### src/rtl/ifc_pkg.sv
package ifc_pkg;
    localparam int WORD_W  = 12;
    localparam int FLAG_W  = WORD_W - 1;
    localparam int FIELD_W = 3;

    localparam int BIT_GT  = 10;
    localparam int BIT_REQ = 9;
    localparam int BIT_INH = 8;
    localparam int BIT_EN  = 7;
    localparam int BIT_USR = 6;
    localparam int IF_LO   = 3;
    localparam int DF_LO   = 0;

    typedef enum logic [2:0] {
        FN_SKIP_EN  = 3'd0,
        FN_ION      = 3'd1,
        FN_IOF      = 3'd2,
        FN_SKIP_REQ = 3'd3,
        FN_GET      = 3'd4,
        FN_RESTORE  = 3'd5,
        FN_SET_DF   = 3'd6,
        FN_NONE     = 3'd7
    } ifc_fn_e;

    typedef logic [FLAG_W-1:0] flags_t;

    typedef struct packed {
        flags_t flags;
        flags_t saved;
        logic   arm;
        logic   accept;
    } ifc_state_t;
endpackage

### src/rtl/ifc_skip_adder.sv
module ifc_skip_adder #(
    parameter int W = 12
) (
    input  logic [W-1:0] pc_i,
    input  logic         skip_i,
    output logic [W-1:0] pc_o
);
    // Sum is truncated to W bits, which gives the modulo wrap.
    assign pc_o = pc_i + W'(skip_i);
endmodule

### src/rtl/ifc_op_exec.sv
module ifc_op_exec
    import ifc_pkg::*;
(
    input  logic                op_sel_i,
    input  ifc_fn_e             fn_i,
    input  flags_t              flags_i,
    input  flags_t              saved_i,
    input  logic                arm_i,
    input  logic [WORD_W-1:0]   acc_i,
    input  logic                link_i,
    input  logic [FIELD_W-1:0]  field_i,
    output flags_t              flags_o,
    output logic                arm_o,
    output logic                armed_now_o,
    output logic                skip_o,
    output logic [WORD_W-1:0]   acc_o,
    output logic                acc_we_o,
    output logic                link_o,
    output logic                link_we_o
);
    always_comb begin
        flags_o     = flags_i;
        arm_o       = arm_i;
        armed_now_o = 1'b0;
        skip_o      = 1'b0;
        acc_o       = '0;
        acc_we_o    = 1'b0;
        link_o      = 1'b0;
        link_we_o   = 1'b0;
        if (op_sel_i) begin
            unique case (fn_i)
                FN_SKIP_EN:  skip_o = flags_i[BIT_EN];
                FN_SKIP_REQ: skip_o = flags_i[BIT_REQ];
                FN_ION: begin
                    arm_o       = 1'b1;
                    armed_now_o = 1'b1;
                end
                FN_IOF: begin
                    flags_o[BIT_EN] = 1'b0;
                    arm_o           = 1'b0;
                end
                FN_GET: begin
                    acc_o    = {link_i, saved_i};
                    acc_we_o = 1'b1;
                end
                FN_RESTORE: begin
                    flags_o   = acc_i[FLAG_W-1:0];
                    link_o    = acc_i[WORD_W-1];
                    link_we_o = 1'b1;
                    if (acc_i[BIT_EN]) begin
                        arm_o       = 1'b1;
                        armed_now_o = 1'b1;
                        if (!flags_i[BIT_EN]) flags_o[BIT_EN] = 1'b0;
                    end else begin
                        arm_o = 1'b0;
                    end
                end
                FN_SET_DF: flags_o[DF_LO +: FIELD_W] = field_i;
                default: ;
            endcase
            // The request bit is owned by the input pin, never by software.
            flags_o[BIT_REQ] = flags_i[BIT_REQ];
        end
    end
endmodule

### src/rtl/ifc_boundary.sv
module ifc_boundary
    import ifc_pkg::*;
(
    input  logic   retire_i,
    input  flags_t flags_i,
    input  logic   arm_i,
    input  logic   armed_now_i,
    output flags_t flags_o,
    output flags_t capture_o,
    output logic   arm_o,
    output logic   accept_o
);
    logic   promote;
    flags_t staged;

    always_comb begin
        promote = retire_i && arm_i && !armed_now_i;
        staged  = flags_i;
        arm_o   = arm_i;
        if (promote) begin
            staged[BIT_EN] = 1'b1;
            arm_o          = 1'b0;
        end
        accept_o  = retire_i && staged[BIT_EN] && staged[BIT_REQ]
                    && !staged[BIT_INH] && !arm_o;
        capture_o = staged;
        flags_o   = staged;
        if (accept_o) flags_o[BIT_EN] = 1'b0;
    end
endmodule

### src/rtl/ifc_ctrl_unit.sv
module ifc_ctrl_unit
    import ifc_pkg::*;
#(
    parameter int PC_W = 12
) (
    input  logic                 clk_i,
    input  logic                 rst_i,
    input  logic                 retire_i,
    input  logic                 op_valid_i,
    input  logic [2:0]           op_fn_i,
    input  logic [FIELD_W-1:0]   field_i,
    input  logic [WORD_W-1:0]    acc_i,
    input  logic                 link_i,
    input  logic [PC_W-1:0]      npc_i,
    input  logic                 irq_i,
    output logic [FLAG_W-1:0]    flags_o,
    output logic [FLAG_W-1:0]    saved_o,
    output logic                 arm_o,
    output logic [PC_W-1:0]      npc_o,
    output logic [WORD_W-1:0]    acc_o,
    output logic                 acc_we_o,
    output logic                 link_o,
    output logic                 link_we_o,
    output logic                 int_accept_o
);
    ifc_state_t st_d, st_q;
    ifc_fn_e    fn;
    logic       op_sel;
    flags_t     op_flags, bnd_flags, bnd_capture;
    logic       op_arm, op_armed_now, op_skip;
    logic       bnd_arm, bnd_accept;

    assign fn     = ifc_fn_e'(op_fn_i);
    assign op_sel = retire_i && op_valid_i;

    ifc_op_exec u_exec (
        .op_sel_i    (op_sel),
        .fn_i        (fn),
        .flags_i     (st_q.flags),
        .saved_i     (st_q.saved),
        .arm_i       (st_q.arm),
        .acc_i       (acc_i),
        .link_i      (link_i),
        .field_i     (field_i),
        .flags_o     (op_flags),
        .arm_o       (op_arm),
        .armed_now_o (op_armed_now),
        .skip_o      (op_skip),
        .acc_o       (acc_o),
        .acc_we_o    (acc_we_o),
        .link_o      (link_o),
        .link_we_o   (link_we_o)
    );

    ifc_boundary u_bnd (
        .retire_i    (retire_i),
        .flags_i     (op_flags),
        .arm_i       (op_arm),
        .armed_now_i (op_armed_now),
        .flags_o     (bnd_flags),
        .capture_o   (bnd_capture),
        .arm_o       (bnd_arm),
        .accept_o    (bnd_accept)
    );

    ifc_skip_adder #(.W(PC_W)) u_skip (
        .pc_i   (npc_i),
        .skip_i (op_skip),
        .pc_o   (npc_o)
    );

    always_comb begin
        st_d        = st_q;
        st_d.accept = 1'b0;
        if (retire_i) begin
            st_d.flags  = bnd_flags;
            st_d.arm    = bnd_arm;
            st_d.accept = bnd_accept;
            if (bnd_accept) st_d.saved = bnd_capture;
        end
        st_d.flags[BIT_REQ] = irq_i;
    end

    always_ff @(posedge clk_i) begin
        if (rst_i) st_q <= '0;
        else       st_q <= st_d;
    end

    assign flags_o      = st_q.flags;
    assign saved_o      = st_q.saved;
    assign arm_o        = st_q.arm;
    assign int_accept_o = st_q.accept;


    reset_clear_chk: assert property (@(posedge clk_i)
        rst_i |=> (flags_o == '0 && saved_o == '0 && !arm_o && !int_accept_o));


    skip_hold_chk: assert property (@(posedge clk_i) disable iff (rst_i)
        (op_sel && fn == FN_SKIP_EN && !flags_o[BIT_EN]) |-> npc_o == npc_i);


    ion_arm_chk: assert property (@(posedge clk_i) disable iff (rst_i)
        (op_sel && fn == FN_ION) |=> (arm_o && flags_o[BIT_EN] == $past(flags_o[BIT_EN])));


    iof_chk: assert property (@(posedge clk_i) disable iff (rst_i)
        (op_sel && fn == FN_IOF) |=> (!flags_o[BIT_EN] && !arm_o));


    accept_chk: assert property (@(posedge clk_i) disable iff (rst_i)
        int_accept_o |-> (saved_o[BIT_EN] && saved_o[BIT_REQ] && !saved_o[BIT_INH]
                          && !flags_o[BIT_EN] && !arm_o));


    accept_pulse_chk: assert property (@(posedge clk_i) disable iff (rst_i)
        int_accept_o |=> !int_accept_o);


    req_mirror_chk: assert property (@(posedge clk_i) disable iff (rst_i)
        1'b1 |=> flags_o[BIT_REQ] == $past(irq_i));


    nop_chk: assert property (@(posedge clk_i) disable iff (rst_i)
        (op_sel && fn == FN_NONE) |-> (!acc_we_o && !link_we_o && npc_o == npc_i));
endmodule

### config.mk
export PLATFORM = sky130hd
export DESIGN_NAME = ifc_ctrl_unit
export DESIGN_NICKNAME = d
export VERILOG_FILES = /design/src/rtl/ifc_pkg.sv /design/src/rtl/ifc_skip_adder.sv /design/src/rtl/ifc_op_exec.sv /design/src/rtl/ifc_boundary.sv /design/src/rtl/ifc_ctrl_unit.sv
export SDC_FILE = /design/constraint.sdc
export NUM_CORES = 1
export LEC_CHECK = 0
export BUFFER_PORTS_ARGS = -buffer_cell sky130_fd_sc_hd__buf_4
export CAP_MARGIN = 0
export CORE_MARGIN = 8
export CORE_UTILIZATION = 45
export CTS_CLUSTER_SIZE = 28
export DETAILED_ROUTE_END_ITERATION = 7
export HOLD_SLACK_MARGIN = 0.05
export MAX_ROUTING_LAYER = met4
export PLACE_DENSITY = 0.81
export SYNTH_ARGS = -nofsm -noshare
export SYNTH_HDL_FRONTEND = slang
export SYNTH_SLANG_ARGS = --single-unit
### constraint.sdc
create_clock -name clk_i -period 4.4 [get_ports clk_i]
set_input_delay 0.88 -clock clk_i [delete_from_list [all_inputs] [get_ports clk_i]]
set_output_delay 0.88 -clock clk_i [all_outputs]
set_load 0.01 [all_outputs]
==> Word-level counts from Yosys, hierarchy flattened <==
Index checks and enable logic that the tools add are counted.
{ "word_totals": {"regBits": 24, "output_inout_bits": 51, "input_bits": 36} }
{ "op_classes": {"mux": 25, "n_eq_ne": 6, "bitwise": 1, "n_reduce_logical": 13, "addsub": 1} }
{ "ops": {"columns": ["op", "count"], "rows": [
  ["$mux 12", 2],
  ["$mux 1", 15],
  ["$add 12x1->12", 1],
  ["$mux 11", 1],
  ["$eq 3x3->1 const B", 3],
  ["$logic_and 1x1->1", 7],
  ["$eq 3x2->1 const B", 2],
  ["$pmux 1 s2", 3],
  ["$pmux 3 s2", 1],
  ["$mux 4", 1],
  ["$eq 3x1->1 const B", 1],
  ["$logic_not 1->1", 3],
  ["$logic_not 3->1", 1],
  ["$mux 3", 1],
  ["$pmux 1 s3", 1],
  ["$reduce_and 2->1", 1],
  ["$reduce_or 2->1", 1],
  ["$not 1->1", 1]
]} }

==> Logic depth before layout (Yosys ltp) <==
Gate-level depths: netlist of the first run.
{ "logic_depth": {"word_depth": 11, "mapped_depth": 10, "depth_no_buf": 9} }

==> Modules after synthesis <==
Synthesis of the first run repeated with hierarchy kept, for this count alone.
{ "unflattened": {"cells_unflattened": 216, "area_unflattened_um2": 1805.5} }
{ "by_module_without_submodules": {"columns": ["module", "seq_area_each_um2", "cells_each", "area_each_um2", "n_inst"], "rows": [
  ["ifc_ctrl_unit", 480.5, 91, 965.9, 1],
  ["ifc_op_exec", 0.0, 64, 385.4, 1],
  ["ifc_boundary", 0.0, 31, 234.0, 1],
  ["ifc_skip_adder", 0.0, 30, 220.2, 1]
]} }

==> Worst setup path after synthesis of the first run <==
OpenSTA, ideal clock, no wires.
{ "synth_path": {"kind": "in2out", "from": "in op_fn_i[1]", "to": "out npc_o[10]", "slack_ps": 937, "path_buffers": 1, "t_arrival_ps": 2583, "path_stages": 10, "cell_sequence": "clkbuf_1 -> and3_1 -> a21oi_1 -> nor3_1 -> ha_1 -> ha_1 -> nand2_1 -> or2_2 -> nor2_1 -> xor2_1"} }
{ "synth_via": {"elab_chain_len": 4, "elab_cells_between_ends": 5} }
{ "synth_rtl": {"columns": ["element", "line_no", "source"], "rows": [
  ["from (decl)", "ifc_ctrl_unit.sv:10", "input logic [2:0] op_fn_i,"],
  ["$eq 3x2->1 or $logic_not 3->1 (tied branches)", "ifc_op_exec.sv:31", "unique case (fn_i)"],
  ["$pmux 1 s2 *", "ifc_op_exec.sv:31", null],
  ["$mux 1 *", "ifc_op_exec.sv:30", "if (op_sel_i) begin"],
  ["$add 12x1->12 *", "ifc_skip_adder.sv:9", "assign pc_o = pc_i + W'(skip_i);"],
  ["to (decl)", "ifc_ctrl_unit.sv:19", "output logic [PC_W-1:0] npc_o,"]
]} }
Every way passes the cells marked *; elsewhere a longest branch is shown, timed or not.

==> Worst setup path after layout of the first run <==
{ "layout_path": {"from": "in op_fn_i[0]", "to": "out npc_o[8]"} }
The elaborated chain is that of the path after synthesis.

==> results of run 1 <==
==> worst max-delay path by stage <==
stage / end / slack (ps) / cells after the start
after global routing: npc_o[8] / 720 / 11
final: npc_o[8] / 870 / 11
after global placement: npc_o[8] / 900 / 11
after CTS: npc_o[8] / 840 / 11
after floorplan: npc_o[10] / 940 / 10
after detailed placement: npc_o[8] / 840 / 11
==> layer usage <==
layer | GRT usage, % | vias to the layer above
met5 | - | -
met4 | 5.31 | 0
met3 | 6.50 | 4
met2 | 27.5 | 56
met1 | 16.2 | 639
li1 | - | 669
==> kinds of logic after synthesis <==
group / Yosys count / synth area share [%]
AO/OA/AOI/OAI: 15 / 7.83
XOR/XNOR: 10 / 6.45
multiplexers: 16 / 14.2
flip-flops: 24 / 35.4
buffers and inverters: 11 / 4.52
adder cells (fa/ha/maj): 2 / 1.84
AND/OR/NAND/NOR: 70 / 29.8
==> synth_stat cells, types with 2 or more instances <==
| cell type | count |
|---|---|
| mux2_4 | 6 |
| o31ai_1 | 2 |
| inv_1 | 3 |
| xnor2_1 | 6 |
| buf_6 | 2 |
| nand2b_1 | 4 |
| and2_1 | 11 |
| a21oi_1 | 4 |
| a211oi_1 | 2 |
| clkbuf_1 | 4 |
| o32ai_1 | 2 |
| nor4_1 | 2 |
| dfxtp_1 | 24 |
| nand3_1 | 4 |
| nor2b_1 | 10 |
| nor2_1 | 16 |
| nor3_1 | 2 |
| nand2_1 | 8 |
| xor2_1 | 4 |
| ha_1 | 2 |
| mux2_2 | 2 |
| mux2i_1 | 8 |
| nor3b_1 | 2 |
| and3_1 | 3 |
==> worst min-delay path, stage by stage (launching register included) <==
cell and delay, ps:
dfxtp_1 330, inv_1 80, a21oi_1 60
==> power by group <==
part | internal, mW | total [mW] | switching [mW]
Clock | 0.0320 | 0.0923 | 0.0603
Combinational | 0.0432 | 0.0801 | 0.0370
Sequential | 0.220 | 0.223 | 0.00227
Total | 0.296 | 0.395 | 0.0996
==> state kept, by name (all words and copies together) (netlist names) <==
signal        count
arm_o             1
saved_o          11
int_accept_o      1
flags_o          11
==> area by class of cell <==
class	count	share of cell area, %
inverters	3	0.560
well taps	33	2.05
clock buffers	3	1.12
repair buffers	85	31.8
flip-flops and latches	24	23.9
multi-input cells	113	40.6
==> per-stage QoR <==
step	hold slack [ps]	std cells	setup slack, ps	cell area, um^2
2_1_floorplan	490	148	937	1360
3_3_place_gp	462	258	899	1990
3_5_place_dp	477	258	844	1990
4_1_cts	498	261	843	2010
5_1_grt	535	261	724	2010
6_report	501	261	869	2010
==> summary.md, run 1 <==
| Metric | Value |
|---|---|
| Post-CTS Resized | 0 |
| Startpoint types | primary input |
| Slowest-stage cell, CP | or2_2 |
| Reg2Reg Setup Slack | 2800 ps |
| Post-synthesis async set-or-reset flop share | 0% |
| Worst r2r src | flags_o[8] |
| Num ports | 87 |
| PortBufs | 85 |
| Clock Latency Late Sink | 310 ps |
| Layout cells sized above 1 | 43.9% |
| Yosys top cell area share | 35.4% |
| Post-synth EDFFs | 0 |
| RSZ-0062 raised after global routing | false |
| Met3 WL | 352 um |
| DIE AREA | 5030 um^2 |
| Clock transition at the registers of the reported paths | 120 ps |
| Fin nets | 268 |
| Crit path max fanout | 12 |
| Worst Skew | 6.03 ps |
| GPL Wtd Cong | 0.840 |
| Pleak | 0.956 nW |
| Hold/Removal Path Class | flop to flop |
| Detailed Place HPWL | 3360 um |
| Hold-fix buffers, CTS | 0 |
| Area leader, netlist | dfxtp_1 |
| Setup CP Type | primary input to output pin |
| Critical R2R Capture | saved_o[6] |
| TNS Setup | 0 ps |
| CTS buffer count | 3 |
| Post-DRT Antenna Nets | 0 |
| Crit. Startpoint | op_fn_i[0] |
| Final Setup Violations | 0 |
| Core box area | 2950 um^2 |
| Top_reg_cell synth | dfxtp_1 |
| Initial Util | 46.0% |
| Drt via density | 5.24 |
| Post-synthesis sequential area ratio | 35.4% |
| Pwr Total | 395 uW |
| Register area | 480 um^2 |
| Hold Path Cell Cnt | 2 |
| Syn Area/Cell | 9.17 um^2 |
| Yosys Warn Count | 0 |
| Family with the most delay on the worst path | simple AND/OR/NAND/NOR gates |
| Starting DRT DRC Count | 19 |
| Largest net degree at the start of global routing | 25 |
| Distinct cells, synth | 39 |
| Met1 wire length | 1640 um |
| Clock Tree Buf Depth | 2 |
| Vias in the first global route | 1471 |
| Cell count after synthesis | 148 |
| CP max stage delay | 300 ps |
| First-pass GRT wire length | 6480 um |
| Clk sink count | 24 |
| Root Driver | clkbuf_4 |
| Post-Synthesis Cell Area | 1360 um^2 |
| Drt first pass iters | 4 |
| P per Cell Area | 197 nW/um^2 |
| Relative max-transition margin | 34.7% |
| Hold endpoint | saved_o[9] |
| GRT Overall Usage | 16.0% |
| Status | completed |
| Number of cell rows | 20 |
| Top post-synthesis cells by area | dfxtp_1 (35%), mux2_4 (6.6%), mux2i_1 (5.9%) |
| Fin. max-slew vios | 0 |
| Commonest cells after routing, fill and taps aside | buf_4 (85), dfxtp_1 (24), nor2_1 (16), and2_1 (11), nor2b_1 (10) |
| Die width | 70.9 um |
| Final WL | 4050 um |
| Area delta synth->final | 48.0% |
| H-tree Lvls | 1 |
| Fin crit period | 3530 ps |
| Max Cap Viol | 0 |
| Fill cells | 253 |
| Worst setup EP type | output pin |
| Max VDD drop | 0.000137 V |
| Initial antenna violation count | 0 |
| Hold Violations, Final | 0 |
| Avg WL per Cell | 15.5 um |
| Mapped Nets | 186 |
| Worst path required time | 3520 ps |
| Reg2Reg Depth | 3 |
| Postcts setup bufs | 0 |
| Worst EP arrival | 2650 ps |
| Congestion Overflow GR | 0 |
| DRC viols | 0 |
| DR top layer | met4 |
| WP buf/inv | 2 |
| # diodes | 0 |
| Vias | 1368 |
| Fmax achieved | 283 MHz |
| Die H | 70.9 um |
| #FFs+latches synth | 24 |
| CP Cell Sequence | buf_4, nor2_1, a21oi_1, nor3_1, ha_1, ha_1, nand2_1, or2_2, nor2_1, xor2_1, buf_4 |
| Hold Crit Start | saved_o[9] |
| Period Utilization, post-route | 80.2% |
| Tightest Pin Transition | 973 ps |
| Multi-input gate area | 816 um^2 |
| Met2 wire length | 2010 um |
| Final core occ | 68.1% |
| Commonest non-fill, non-tap cell in the layout | buf_4 |
| CTS tree | done |
Power figures use the tool's default switching activity.
==> inputs of run 2 (changes only) <==
--- a/config.mk
+++ b/config.mk
@@ -8,12 +8,12 @@
 export BUFFER_PORTS_ARGS = -buffer_cell sky130_fd_sc_hd__buf_4
 export CAP_MARGIN = 0
 export CORE_MARGIN = 8
-export CORE_UTILIZATION = 45
+export CORE_UTILIZATION = 42
 export CTS_CLUSTER_SIZE = 28
 export DETAILED_ROUTE_END_ITERATION = 7
 export HOLD_SLACK_MARGIN = 0.05
 export MAX_ROUTING_LAYER = met4
-export PLACE_DENSITY = 0.81
+export PLACE_DENSITY = 0.76
 export SYNTH_ARGS = -nofsm -noshare
 export SYNTH_HDL_FRONTEND = slang
 export SYNTH_SLANG_ARGS = --single-unit
==> constraint.sdc (replaced) <==
create_clock -name clk_i -period 3.6 [get_ports clk_i]
set_input_delay 0.72 -clock clk_i [delete_from_list [all_inputs] [get_ports clk_i]]
set_output_delay 0.72 -clock clk_i [all_outputs]
set_load 0.01 [all_outputs]
==> summary.md, run 2 (synthesized netlist as in run 1, its figures left out) <==
| Metric | Value |
|---|---|
| Initial Util | 44.5% (-1.5 points) |
| Worst EP arrival | 2480 ps (-170 ps) |
| Layout cells sized above 1 | 44.6% (+0.73 points) |
| Num ports | 87 (unchanged) |
| Postcts setup bufs | 0 (unchanged) |
| Fmax achieved | 313 MHz |
| Relative max-transition margin | 77.9% (+43 points) |
| Period Utilization, post-route | 88.8% |
| Root Driver | clkbuf_4 |
| PortBufs | 85 (unchanged) |
| Largest net degree at the start of global routing | 25 (unchanged) |
| H-tree Lvls | 1 (unchanged) |
| First-pass GRT wire length | 6800 um (+4.9%) |
| GRT Overall Usage | 16.1% (+0.12 points) |
| Startpoint types | primary input |
| Worst path required time | 2880 ps (-640 ps) |
| Clock Tree Buf Depth | 2 (unchanged) |
| Core box area | 3050 um^2 (+3.4%) |
| Tightest Pin Transition | 322 ps (-650 ps) |
| Die width | 72.9 um (+2.7%) |
| Initial antenna violation count | 0 (unchanged) |
| Post-DRT Antenna Nets | 0 (unchanged) |
| Die H | 72.9 um (+2.7%) |
| Commonest non-fill, non-tap cell in the layout | buf_4 |
| Finished Layout Cells | 275 (+5.4%) |
| Vias | 1363 (-0.37%) |
| Max Cap Viol | 0 (unchanged) |
| CTS tree | done |
| DRC viols | 0 (unchanged) |
| DIE AREA | 5310 um^2 (+5.5%) |
| Worst setup EP type | output pin |
| Hold-fix buffers, CTS | 0 (unchanged) |
| Final core occ | 67.7% (-0.30 points) |
| P per Cell Area | 273 nW/um^2 (+39%) |
| TNS Setup | 0 ps (unchanged) |
| Worst Skew | 14.2 ps (+8.14 ps) |
| Congestion Overflow GR | 0 (unchanged) |
| Final WL | 4270 um (+5.5%) |
| Status | completed |
| Hold Violations, Final | 0 (unchanged) |
| GPL Wtd Cong | 0.822 (-2.1%) |
| Area delta synth->final | 52.3% |
| Drt first pass iters | 4 (unchanged) |
| Setup CP Type | primary input to output pin |
| Inst Count DP | 271 (+5.0%) |
| CTS buffer count | 3 (unchanged) |
| Number of cell rows | 20 (unchanged) |
| Pleak | 0.981 nW (+2.6%) |
| Max VDD drop | 0.000273 V (+99%) |
| Fin nets | 270 (+0.75%) |
| Hold/Removal Path Class | flop to flop |
| Clk sink count | 24 (unchanged) |
| Fin crit period | 3200 ps |
| Post-CTS Resized | 0 (unchanged) |
| RSZ-0062 raised after global routing | false |
| Avg WL per Cell | 15.5 um (+0.16%) |
| Clock Latency Late Sink | 310 ps (about the same) |
| Fin. max-slew vios | 0 (unchanged) |
| Drt via density | 4.96 (-5.4%) |
| # diodes | 0 (unchanged) |
| Crit path max fanout | 12 (unchanged) |
| Starting DRT DRC Count | 33 (+14) |
| Commonest cells after routing, fill and taps aside | buf_4 (87), dfxtp_1 (24), nor2_1 (16), and2_1 (11), nor2b_1 (10) |
| Vias in the first global route | 1435 (-2.4%) |
| Detailed Place HPWL | 3510 um (+4.3%) |
| Final Setup Violations | 0 (unchanged) |
| Clock transition at the registers of the reported paths | 120 ps (about the same) |
## run 2: through the flow
stage	hold WS [ps]	area [um^2]	worst slack (ps)	total power, mW
after floorplan	490	1360	457	0.320
after detailed placement	463	2020	388	0.378
after CTS	490	2070	384	0.566
after global routing	528	2070	233	0.585
after global placement	463	2020	424	0.375
final	484	2070	403	0.565
## run 2: power breakdown
group	switching (mW)	internal, mW	leakage (nW)	total [mW]
registers	0.00301	0.270	0.194	0.273
clock network	0.0810	0.112	0.0279	0.193
logic	0.0457	0.0532	0.759	0.0989
total	0.130	0.435	0.981	0.565
## run 2: metal layers
layer  track usage [%]  vias up  part of all wire [%]  wire length (um)
met5                 -        -                     0                 0
met4              3.11        0                     0                 0
li1                  -      673                     -                 -
met1              16.8      627                    42              1780
met3              6.18        0                   9.5               407
met2              28.3       63                    49              2080
## run 2: layout make-up
class / instances / area, um^2
repair buffers: 87 / 653
flip-flops and latches: 24 / 480
clock inverters: 1 / 30.0
inverters: 3 / 11.3
fillers: 254 / 985
clock buffers: 3 / 22.5
multi-input cells: 113 / 816
well taps: 44 / 55.1
## run 2: worst paths after layout
kind                                 start         end  slack, ps  cells after the start
worst max-delay path            op_fn_i[0]    npc_o[8]        400                     11
worst min-delay path            saved_o[7]  saved_o[7]        480                      2
worst max register to register  flags_o[8]  saved_o[6]       1990                      3
worst min register to register  saved_o[7]  saved_o[7]        480                      2
## run 2: critical path, stage by stage
cell and delay (ps):
buf_4 150, nor2_1 150, a21oi_1 80, nor3_1 190, ha_1 200, ha_1 200
nand2_1 60, or2_2 300, nor2_1 120, xor2_1 160, buf_4 140
==> inputs of run 3 (changes only) <==
--- a/config.mk
+++ b/config.mk
@@ -8,12 +8,13 @@
 export BUFFER_PORTS_ARGS = -buffer_cell sky130_fd_sc_hd__buf_4
 export CAP_MARGIN = 0
 export CORE_MARGIN = 8
-export CORE_UTILIZATION = 42
+export CORE_UTILIZATION = 46
 export CTS_CLUSTER_SIZE = 28
 export DETAILED_ROUTE_END_ITERATION = 7
 export HOLD_SLACK_MARGIN = 0.05
 export MAX_ROUTING_LAYER = met4
-export PLACE_DENSITY = 0.76
+export PLACE_DENSITY = 0.77
 export SYNTH_ARGS = -nofsm -noshare
 export SYNTH_HDL_FRONTEND = slang
+export SYNTH_HIERARCHICAL = 1
 export SYNTH_SLANG_ARGS = --single-unit
==> summary.md, run 3 <==
| Metric | Value |
|---|---|
| Post-Synthesis Cell Area | 1800 um^2 (+32%) |
| Pwr Total | 603 uW (+6.8%) |
| Core box area | 3720 um^2 (+22%) |
| Power share of the combinational group | 16.6% (-0.9 points) |
| Cell count after synthesis | 215 (+45%) |
| Die H | 78.5 um (+7.8%) |
| Relative max-transition margin | 57.8% (-20 points) |
| Sequential group share of total power | 44.6% (-3.7 points) |
| Hold Path Cell Cnt | 2 (unchanged) |
| Initial antenna violation count | 0 (unchanged) |
| Pleak | 1.11 nW (+13%) |
| Avg WL per Cell | 13.2 um (-15%) |
| # diodes | 0 (unchanged) |
| Final core occ | 63.0% (-4.7 points) |
| Setup CP Type | primary input to output pin |
| H-tree Lvls | 1 (unchanged) |
| Net Switching | 135 uW (+4.1%) |
| Hold slack | 526 ps (+42.1 ps) |
| Final setup margin | 533 ps (+131 ps) |
| Fin nets | 316 (+17%) |
| Vias | 1576 (+16%) |
| Largest net degree at the start of global routing | 37 (+48%) |
| Internal Dissipation | 468 uW (+7.5%) |
| Critical R2R Capture | saved_o[2] |
| Reg2Reg Depth | 7 (+4) |
| GRT Overall Usage | 13.6% (-2.5 points) |
| Post-CTS Resized | 0 (unchanged) |
| Sw frac | 22.4% (-0.57 points) |
| Worst EP arrival | 2350 ps (-130 ps) |
| Area delta synth->final | 30.2% |
| Hold Violations, Final | 0 (unchanged) |
| Clock transition at the registers of the reported paths | 90 ps (-30 ps) |
| Layout cells sized above 1 | 42.0% (-2.6 points) |
| Worst r2r src | arm_o |
| Status | completed |
| Pre-CTS WS | 528 ps (+140 ps) |
| Post-DRT Antenna Nets | 0 (unchanged) |
| TNS Setup | 0 ps (unchanged) |
| Worst setup EP type | output pin |
| Hold endpoint | flags_o[6] |
| Hold-fix buffers, CTS | 0 (unchanged) |
| Period Utilization, post-route | 85.2% (-3.6 points) |
| Worst path required time | 2880 ps (about the same) |
| Postcts setup bufs | 0 (unchanged) |
| Hold Crit Start | flags_o[6] |
| Fill cells | 353 (+39%) |
| Max Cap Viol | 0 (unchanged) |
| Die width | 78.5 um (+7.8%) |
| Reg2Reg Setup Slack | 1650 ps (-340 ps) |
| Clock Latency Late Sink | 260 ps (-50 ps) |
| DIE AREA | 6170 um^2 (+16%) |
| CTS buffer count | 3 (unchanged) |
| Crit path max fanout | 7 (-5) |
| Clock Tree Buf Depth | 2 (unchanged) |
| Num ports | 87 (unchanged) |
| Fin. max-slew vios | 0 (unchanged) |
| Commonest non-fill, non-tap cell in the layout | buf_4 |
| Clk sink count | 24 (unchanged) |
| Yosys Warn Count | 6 (+6) |
| Root Driver | clkbuf_8 |
| Number of cell rows | 22 (+10%) |
| Max VDD drop | 0.000205 V (-25%) |
| Drt first pass iters | 4 (unchanged) |
| RSZ-0062 raised after global routing | false |
| First-pass GRT wire length | 6850 um (+0.81%) |
| GPL Wtd Cong | 0.809 (-1.6%) |
| Commonest cells after routing, fill and taps aside | buf_4 (88), nand2_1 (25), dfxtp_1 (24), nor2_1 (17) |
| Startpoint types | primary input |
| Syn Area/Cell | 8.36 um^2 (-8.8%) |
| Hold/Removal Path Class | flop to flop |
| Fmax achieved | 326 MHz (+4.3%) |
| Worst Skew | 3.08 ps (-11.1 ps) |
| Detailed Place HPWL | 3390 um (-3.2%) |
| Tightest Pin Transition | 632 ps (+310 ps) |
| Fin crit period | 3070 ps (-131 ps) |
| Final WL | 4280 um (+0.16%) |
| PortBufs | 85 (unchanged) |
| DRC viols | 0 (unchanged) |
| Initial Util | 48.4% (+3.9 points) |
| Starting DRT DRC Count | 53 (+61%) |
| Final Setup Violations | 0 (unchanged) |
| P per Cell Area | 258 nW/um^2 (-5.7%) |
| Clk pwr share | 38.8% (+4.6 points) |
| CTS tree | done |
| Drt via density | 4.86 (-1.9%) |
| Mapped Nets | 254 (+37%) |
| Vias in the first global route | 1463 (+2.0%) |
| Congestion Overflow GR | 0 (unchanged) |
==> run 3: power groups by stage <==
stage	clock network, mW	logic [mW]	registers [mW]
5_1_grt	0.252	0.108	0.269
6_report	0.234	0.100	0.269
2_1_floorplan	0	0.0568	0.276
3_3_place_gp	0	0.0995	0.275
3_5_place_dp	0	0.101	0.275
4_1_cts	0.240	0.101	0.269
==> run 3: through the flow <==
| step | cell area (um^2) | instances |
|---|---|---|
| floorplan | 1800 | 215 |
| global placement | 2270 | 320 |
| detailed placement | 2270 | 320 |
| CTS | 2340 | 324 |
| global route | 2340 | 324 |
| finish | 2340 | 324 |
==> run 3: worst max path at each step <==
stage	start	end	slack (ps)	depth (start not counted)
final	retire_i	npc_o[8]	530	10
after detailed placement	retire_i	npc_o[8]	530	10
after CTS	retire_i	npc_o[8]	520	10
after global routing	retire_i	npc_o[10]	360	10
after floorplan	retire_i	npc_o[8]	540	10
after global placement	retire_i	npc_o[8]	560	10
==> run 3: layout make-up <==
type,count,area [um^2],area share (%)
clock buffer,3,41.3,1.76
clock inverter,1,30.0,1.28
inverter,7,28.8,1.23
multi-input combinational,153,1040,44.4
sequential,24,480,20.5
tap,48,60.1,2.57
timing repair buffer,88,661,28.2
==> run 3: routing by layer <==
metal | routed length, um | GRT usage [%] | part of all wire, %
met1 | 1960 | 16.1 | 46
met5 | 0 | - | 0
met2 | 1960 | 21.6 | 46
met3 | 328 | 4.67 | 7.7
met4 | 23 | 3.33 | 0.54
==> run 3: critical path: stages <==
cell and delay, ps:
buf_4 90, and2_1 270, nand2b_1 100, a21oi_1 180, ha_1 180, ha_1 190, nand2_1 110, nor3_1 190
xor2_1 180, buf_4 140
